**src/rtl/phy_regs_pkg.sv**
```systemverilog
`timescale 1ns/1ps
package phy_regs_pkg;
  localparam int XADDR_W = 8;
  localparam int BYTE_W  = 8;

  localparam logic [5:0] OFF_INTL  = 6'h14;
  localparam logic [5:0] OFF_DBG   = 6'h15;
  localparam logic [5:0] OFF_SCR_W = 6'h16;
  localparam logic [5:0] OFF_SCR_S = 6'h17;
  localparam logic [5:0] OFF_SCR_C = 6'h18;
  localparam logic [5:0] OFF_ESC   = 6'h2F;

  typedef enum logic [1:0] {
    SEQ_IDLE = 2'd0,
    SEQ_XADR = 2'd1,
    SEQ_XDAT = 2'd2
  } seq_st_t;

  // One executed access, after escape handling.
  typedef struct packed {
    logic               rd;
    logic               wr;
    logic [XADDR_W-1:0] addr;
    logic [BYTE_W-1:0]  data;
  } exec_t;
endpackage

```
**src/rtl/phy_evt_detect.sv**
```systemverilog
`timescale 1ns/1ps
module phy_evt_detect #(
  parameter int N_EVT       = 3,
  parameter int SYNC_STAGES = 2
) (
  input  logic             clk,
  input  logic             rst_n,
  input  logic [N_EVT-1:0] din,
  input  logic [N_EVT-1:0] rise_en,
  input  logic [N_EVT-1:0] fall_en,
  output logic [N_EVT-1:0] pulse
);
  localparam int SH_W = SYNC_STAGES + 1;

  for (genvar i = 0; i < N_EVT; i++) begin : g_bit
    logic [SH_W-1:0] sh_q;
    logic [SH_W-1:0] sh_d;
    logic            rise;
    logic            fall;

    always_comb begin
      sh_d = {sh_q[SH_W-2:0], din[i]};
    end

    always_ff @(posedge clk or negedge rst_n) begin
      if (!rst_n) sh_q <= '0;
      else        sh_q <= sh_d;
    end

    // Edge between the last synchronized stage and its delayed copy.
    always_comb begin
      rise     = sh_q[SH_W-2] & ~sh_q[SH_W-1];
      fall     = ~sh_q[SH_W-2] & sh_q[SH_W-1];
      pulse[i] = (rise & rise_en[i]) | (fall & fall_en[i]);
    end
  end
endmodule

```
**src/rtl/phy_ext_seq.sv**
```systemverilog
`timescale 1ns/1ps
module phy_ext_seq
  import phy_regs_pkg::*;
#(
  parameter int ADDR_W = 6
) (
  input  logic              clk,
  input  logic              rst_n,
  input  logic              acc_valid,
  input  logic              acc_write,
  input  logic [ADDR_W-1:0] acc_addr,
  input  logic [BYTE_W-1:0] acc_wdata,
  output exec_t             ex
);
  seq_st_t            st_q, st_d;
  logic               wr_q, wr_d, wr_en;
  logic [XADDR_W-1:0] xa_q, xa_d;
  logic               xa_en;

  always_comb begin
    st_d    = st_q;
    wr_d    = acc_write;
    wr_en   = 1'b0;
    xa_d    = acc_wdata;
    xa_en   = 1'b0;
    ex.rd   = 1'b0;
    ex.wr   = 1'b0;
    ex.addr = XADDR_W'(acc_addr);
    ex.data = acc_wdata;
    unique case (st_q)
      SEQ_IDLE: begin
        if (acc_valid) begin
          if (acc_addr == OFF_ESC[ADDR_W-1:0]) begin
            st_d  = SEQ_XADR;
            wr_en = 1'b1;
          end else begin
            ex.rd = ~acc_write;
            ex.wr = acc_write;
          end
        end
      end
      SEQ_XADR: begin
        if (acc_valid) begin
          xa_en   = 1'b1;
          ex.addr = acc_wdata;
          if (wr_q) begin
            st_d = SEQ_XDAT;
          end else begin
            ex.rd = 1'b1;
            st_d  = SEQ_IDLE;
          end
        end
      end
      SEQ_XDAT: begin
        ex.addr = xa_q;
        if (acc_valid) begin
          ex.wr = 1'b1;
          st_d  = SEQ_IDLE;
        end
      end
      default: st_d = SEQ_IDLE;
    endcase
  end

  always_ff @(posedge clk or negedge rst_n) begin
    if (!rst_n) begin
      st_q <= SEQ_IDLE;
      wr_q <= 1'b0;
      xa_q <= '0;
    end else begin
      st_q <= st_d;
      if (wr_en) wr_q <= wr_d;
      if (xa_en) xa_q <= xa_d;
    end
  end
endmodule

```
**src/rtl/phy_reg_core.sv**
```systemverilog
`timescale 1ns/1ps
module phy_reg_core
  import phy_regs_pkg::*;
#(
  parameter int N_EVT = 3,
  parameter int LS_W  = 2
) (
  input  logic              clk,
  input  logic              rst_n,
  input  exec_t             ex,
  input  logic [N_EVT-1:0]  evt_pulse,
  input  logic [LS_W-1:0]   line_state,
  output logic              rd_valid,
  output logic [BYTE_W-1:0] rd_data,
  output logic [BYTE_W-1:0] scratch,
  output logic [N_EVT-1:0]  latch
);
  logic              in_win;
  logic [5:0]        sel;
  logic [BYTE_W-1:0] scr_q, scr_d;
  logic              scr_en;
  logic [N_EVT-1:0]  lat_q, lat_d;
  logic              rv_q, rv_d;
  logic [BYTE_W-1:0] rdat_q, rdat_d;

  always_comb begin
    in_win = (ex.addr[XADDR_W-1:6] == '0);
    sel    = ex.addr[5:0];
  end

  // Scratch byte: load, set and clear aliases.
  always_comb begin
    scr_d  = scr_q;
    scr_en = ex.wr & in_win;
    unique case (sel)
      OFF_SCR_W: scr_d = ex.data;
      OFF_SCR_S: scr_d = scr_q | ex.data;
      OFF_SCR_C: scr_d = scr_q & ~ex.data;
      default:   scr_d = scr_q;
    endcase
  end

  // Interrupt latch: a clearing read keeps events of the same edge.
  always_comb begin
    if (ex.rd && in_win && sel == OFF_INTL) lat_d = evt_pulse;
    else                                    lat_d = lat_q | evt_pulse;
  end

  always_comb begin
    rv_d   = ex.rd;
    rdat_d = '0;
    if (ex.rd && in_win) begin
      unique case (sel)
        OFF_INTL:                      rdat_d[N_EVT-1:0] = lat_q;
        OFF_DBG:                       rdat_d[LS_W-1:0]  = line_state;
        OFF_SCR_W, OFF_SCR_S, OFF_SCR_C: rdat_d          = scr_q;
        default:                       rdat_d            = '0;
      endcase
    end
  end

  always_ff @(posedge clk or negedge rst_n) begin
    if (!rst_n) begin
      scr_q  <= '0;
      lat_q  <= '0;
      rv_q   <= 1'b0;
      rdat_q <= '0;
    end else begin
      if (scr_en) scr_q <= scr_d;
      lat_q  <= lat_d;
      rv_q   <= rv_d;
      rdat_q <= rdat_d;
    end
  end

  assign rd_valid = rv_q;
  assign rd_data  = rdat_q;
  assign scratch  = scr_q;
  assign latch    = lat_q;
endmodule

```
**src/rtl/phy_reg_bank.sv**
```systemverilog
`timescale 1ns/1ps
module phy_reg_bank
  import phy_regs_pkg::*;
#(
  parameter int ADDR_W      = 6,
  parameter int N_EVT       = 3,
  parameter int LS_W        = 2,
  parameter int SYNC_STAGES = 2
) (
  input  logic              clk,
  input  logic              rst_n,
  input  logic              acc_valid,
  input  logic              acc_write,
  input  logic [ADDR_W-1:0] acc_addr,
  input  logic [BYTE_W-1:0] acc_wdata,
  output logic              rd_valid,
  output logic [BYTE_W-1:0] rd_data,
  input  logic [N_EVT-1:0]  evt_in,
  input  logic [N_EVT-1:0]  evt_rise_en,
  input  logic [N_EVT-1:0]  evt_fall_en,
  input  logic [LS_W-1:0]   line_state
);
  logic [1:0]        rs_q;
  logic              rst_sync_n;
  exec_t             ex;
  logic [N_EVT-1:0]  evt_pulse;
  logic [BYTE_W-1:0] scratch;
  logic [N_EVT-1:0]  latch;

  // Reset asserts at once and is released on the clock.
  always_ff @(posedge clk or negedge rst_n) begin
    if (!rst_n) rs_q <= 2'b00;
    else        rs_q <= {rs_q[0], 1'b1};
  end
  assign rst_sync_n = rs_q[1];

  phy_evt_detect #(.N_EVT(N_EVT), .SYNC_STAGES(SYNC_STAGES)) u_evt (
    .clk     (clk),
    .rst_n   (rst_sync_n),
    .din     (evt_in),
    .rise_en (evt_rise_en),
    .fall_en (evt_fall_en),
    .pulse   (evt_pulse)
  );

  phy_ext_seq #(.ADDR_W(ADDR_W)) u_seq (
    .clk       (clk),
    .rst_n     (rst_sync_n),
    .acc_valid (acc_valid),
    .acc_write (acc_write),
    .acc_addr  (acc_addr),
    .acc_wdata (acc_wdata),
    .ex        (ex)
  );

  phy_reg_core #(.N_EVT(N_EVT), .LS_W(LS_W)) u_core (
    .clk        (clk),
    .rst_n      (rst_sync_n),
    .ex         (ex),
    .evt_pulse  (evt_pulse),
    .line_state (line_state),
    .rd_valid   (rd_valid),
    .rd_data    (rd_data),
    .scratch    (scratch),
    .latch      (latch)
  );
endmodule

```
**config.mk**
```make
export PLATFORM = sky130hd
export DESIGN_NAME = phy_reg_bank
export DESIGN_NICKNAME = d
export VERILOG_FILES = /design/src/rtl/phy_regs_pkg.sv /design/src/rtl/phy_evt_detect.sv /design/src/rtl/phy_ext_seq.sv /design/src/rtl/phy_reg_core.sv /design/src/rtl/phy_reg_bank.sv
export SDC_FILE = /design/constraint.sdc
export NUM_CORES = 1
export LEC_CHECK = 0
export BUFFER_PORTS_ARGS = -buffer_cell sky130_fd_sc_hd__buf_2
export CAP_MARGIN = 20
export CORE_MARGIN = 5
export CORE_UTILIZATION = 59
export CTS_CLUSTER_SIZE = 10
export DETAILED_ROUTE_END_ITERATION = 7
export PLACE_DENSITY_LB_ADDON = 0.15
export SLEW_MARGIN = 25
export SYNTH_ARGS = -nofsm -noshare
export SYNTH_HDL_FRONTEND = slang
export SYNTH_SLANG_ARGS = --single-unit
```
**constraint.sdc**
```tcl
create_clock -name clk -period 2 [get_ports clk]
set_input_delay 0.1 -clock clk [delete_from_list [all_inputs] [get_ports clk]]
set_output_delay 0.1 -clock clk [all_outputs]
set_load 0.02 [all_outputs]
```
==> out/qor.yml <==
finalMaxSlewViolations: 0
synth_edf_count: 0
finalSetupViolCount: 19
max_slew_margin_pct: 66.3
synth_ff_type: "dfrtp_1"
worst_path_most_repeated_cell: "buf_4"
startpoint_type: "flop"
use_met2_pct: 43.0
top_usage_layer: "met2"
routed_wl_um: 6180
cts_made_buffers: 5
utilization_pct: 86.4
internal_power_mw: 1.97
setup_slack_ns: -0.388
seq_area_frac_synth_pct: 51.6
root_buffer: "clkbuf_4"
use_met1_pct: 30.1
rsz0062_at_grt: "yes"
cts.sinks: 42
critPathSlowestCell: "dfrtp_1"
synth-seq-cells: 42
first_iter_violations: 215
grt_pass1_wl_um: 8650
hold_path.class: "in -> reg"
yosysWarnings: 0
pin_count: 38
hold_depth: 2
fin_nets: 293
avgSynthCellArea_um2: 11.0
synth.area.top_cells: "dfrtp_1 (52%), mux2_2 (5.0%), o21ai_0 (3.9%)"
syn-instance-count: 186
syn_to_final_growth_pct: 41.5
syn_nets: 218
place.gp.congestion: 0.819
wl_per_cell_um: 20.1
finalInstanceArea_mm2: 0.00288
place_inst: 284
worstRegToRegCells: 10
worst_pin_slew_ns: 0.506
num_vias: 1868
drive_gt1_share_pct: 50.0
async_flop_share_pct: 100
fin_tns_setup_ns: -5.55
peakVddDrop_mv: 0.855
drc: 0
min_period_ns: 2.39
synth_top_cell_by_area: "dfrtp_1"
firstDrtPassIters: 4
yosysTopAreaCellShare_pct: 51.6
design.die.area_mm2: 0.00473
final_antenna_net_count: 0
yosysUniqueCellTypes: 44
power_switching_mw: 1.12
power-per-cell-area_mw_per_mm2: 1070
worstPathCellList: "buf_6 > ha_4 > or2b_1 > a21boi_2 > o211ai_1 > buf_4 > nor3_2 > o21ai_2 > buf_4 > o311ai_1"
combPwrFrac_pct: 45.8
maxCapViolations: 0
gr-usage-met3_pct: 6.48
required_ns: 2.25
cts_buffer_depth: 2
grt_pass1_vias: 1865
die_y_um: 68.8
worstSetupPathType: "reg -> reg"
status: "complete, but fails checks"
start_util_pct: 61.0
n_antenna_cell: 0
final_cell_count_no_fill: 308
fmax_mhz: 419
p_seq_share_pct: 36.7
grt_overflow: 0
via_per_inst: 6.06
hpwlAfterDp_um: 3550
cp-end-kind: "flop"
arrival_ns: 2.64
finClkSkew_ns: 0.0176
grt_usage_pct: 25.3
place_area_mm2: 0.00240
violations: "negative setup slack"
clk_pin_slew_ns: 0.13
leakagePower_nw: 1.30
synthesis.area_mm2: 0.00204
die_w_um: 68.8
cts_max_level: 2
antenna_found_initial: 0
cpPeakStageDelay_ns: 0.42
cts_tree: "built"
hold_viol: 0
worstSkewPairLatency_ns: 0.35
crit_path_max_fanout: 7
sw_frac_of_total_pct: 36.2
finalCritPeriodShare_pct: 119
port_buffers: 37
core.rowCount: 21
clkPwrFrac_pct: 17.5
grt_max_degree: 41
core_area_mm2: 0.00334
[worst max-delay path, delay by kind of cell, from the launching register on]
kind | cells | cell delay, ns
compound gates | 4 | 0.72
fa+ha+maj | 1 | 0.18
buf+inv | 3 | 0.49
simple gates | 2 | 0.47
flops | 1 | 0.42
[area by class of cell]
type                            count  area, um2
Clock buffer                        6       41.3
Clock inverter                      2       37.5
Fill cell                         176        455
Inverter                           13       48.8
Multi-Input combinational cell    125       1150
Sequential cell                    42       1050
Tap cell                           46       57.6
Timing Repair Buffer               74        497
[metrics by stage]
stage | power (mW) | hold WS, ns | worst slack [ns]
floorplan | 1.74 | -0.196 | -0.180
global placement | 2.01 | -0.115 | -0.332
detailed placement | 2.05 | -0.107 | -0.470
CTS | 2.81 | 0.00854 | -0.231
global route | 3.25 | 0.00553 | -0.477
finish | 3.09 | 0.0248 | -0.388
[layout by cell type, fill, tap and decap left out, drive strengths merged, types with 7 or more instances in the layout]
cell	count
o311ai	8
nand2	19
clkbuf	7
nor3	8
inv	13
nor2	10
mux2	9
dfrtp	42
o21ai	20
buf	69
[worst paths after layout]
check / from / to / slack (ns)
max: u_seq.st_q[0] / u_core.scratch[4] / -0.39
min: acc_write / u_core.rd_valid / 0.02
max reg2reg: u_seq.st_q[0] / u_core.scratch[4] / -0.39
min reg2reg: rs_q[1] / u_seq.xa_q[4] / 0.29
max in group asynchronous: rs_q[1] / u_core.latch[2] / 1.35
min in group asynchronous: rst_n / rs_q[1] / 0.07
[power by group through the flow]
stage                     Combinational, mW  Clock, mW  Sequential [mW]
after floorplan                       0.625          0             1.12
after global placement                0.894          0             1.12
after detailed placement              0.930          0             1.12
after CTS                              1.14      0.555             1.11
after global routing                   1.51      0.594             1.14
final                                  1.41      0.540             1.13
[logic make-up after synthesis]
group,after synthesis,share of synthesized area (%)
fa+ha+maj,3,1.84
flops,42,51.6
simple gates,56,14.4
other cells,1,0.184
mux,11,5.96
buf+inv,20,5.53
compound gates,53,20.5
[repair_timing]
item	4_1_cts	5_1_grt
setup buffers	8	6
gates resized for setup	36	34
gates cloned	0	1
setup endpoints to repair	19	19
pin swaps	6	12
hold buffers	4	0
endpoints found under the hold margin	5	0
[flip-flops by register name (all words and copies together) (netlist names)]
| name | count |
|---|---|
| u_core.rd_data | 8 |
| rs_q | 2 |
| u_core.latch | 3 |
| u_seq.st_q | 2 |
| u_core.scratch | 8 |
| u_core.rd_valid | 1 |
| u_seq.wr_q | 1 |
| u_seq.xa_q | 8 |
| u_evt.g_bit.sh_q | 9 |
[Yosys cell counts (all sizes together) (3+ instances only)]
library cell / instances
a21o: 4
a21oi: 5
buf: 5
dfrtp: 42
ha: 3
inv: 13
mux2: 9
nand2: 19
nand3: 4
nand3b: 3
nor2: 10
nor3: 8
o21ai: 20
o22a: 4
o311ai: 8
[per-layer routing]
metal / wire [um] / part of all wire [%]
met1: 2280 / 37
met2: 3210 / 52
met3: 443 / 7.2
met4: 247 / 4.0
met5: 0 / 0
Power figures use the tool's default switching activity.
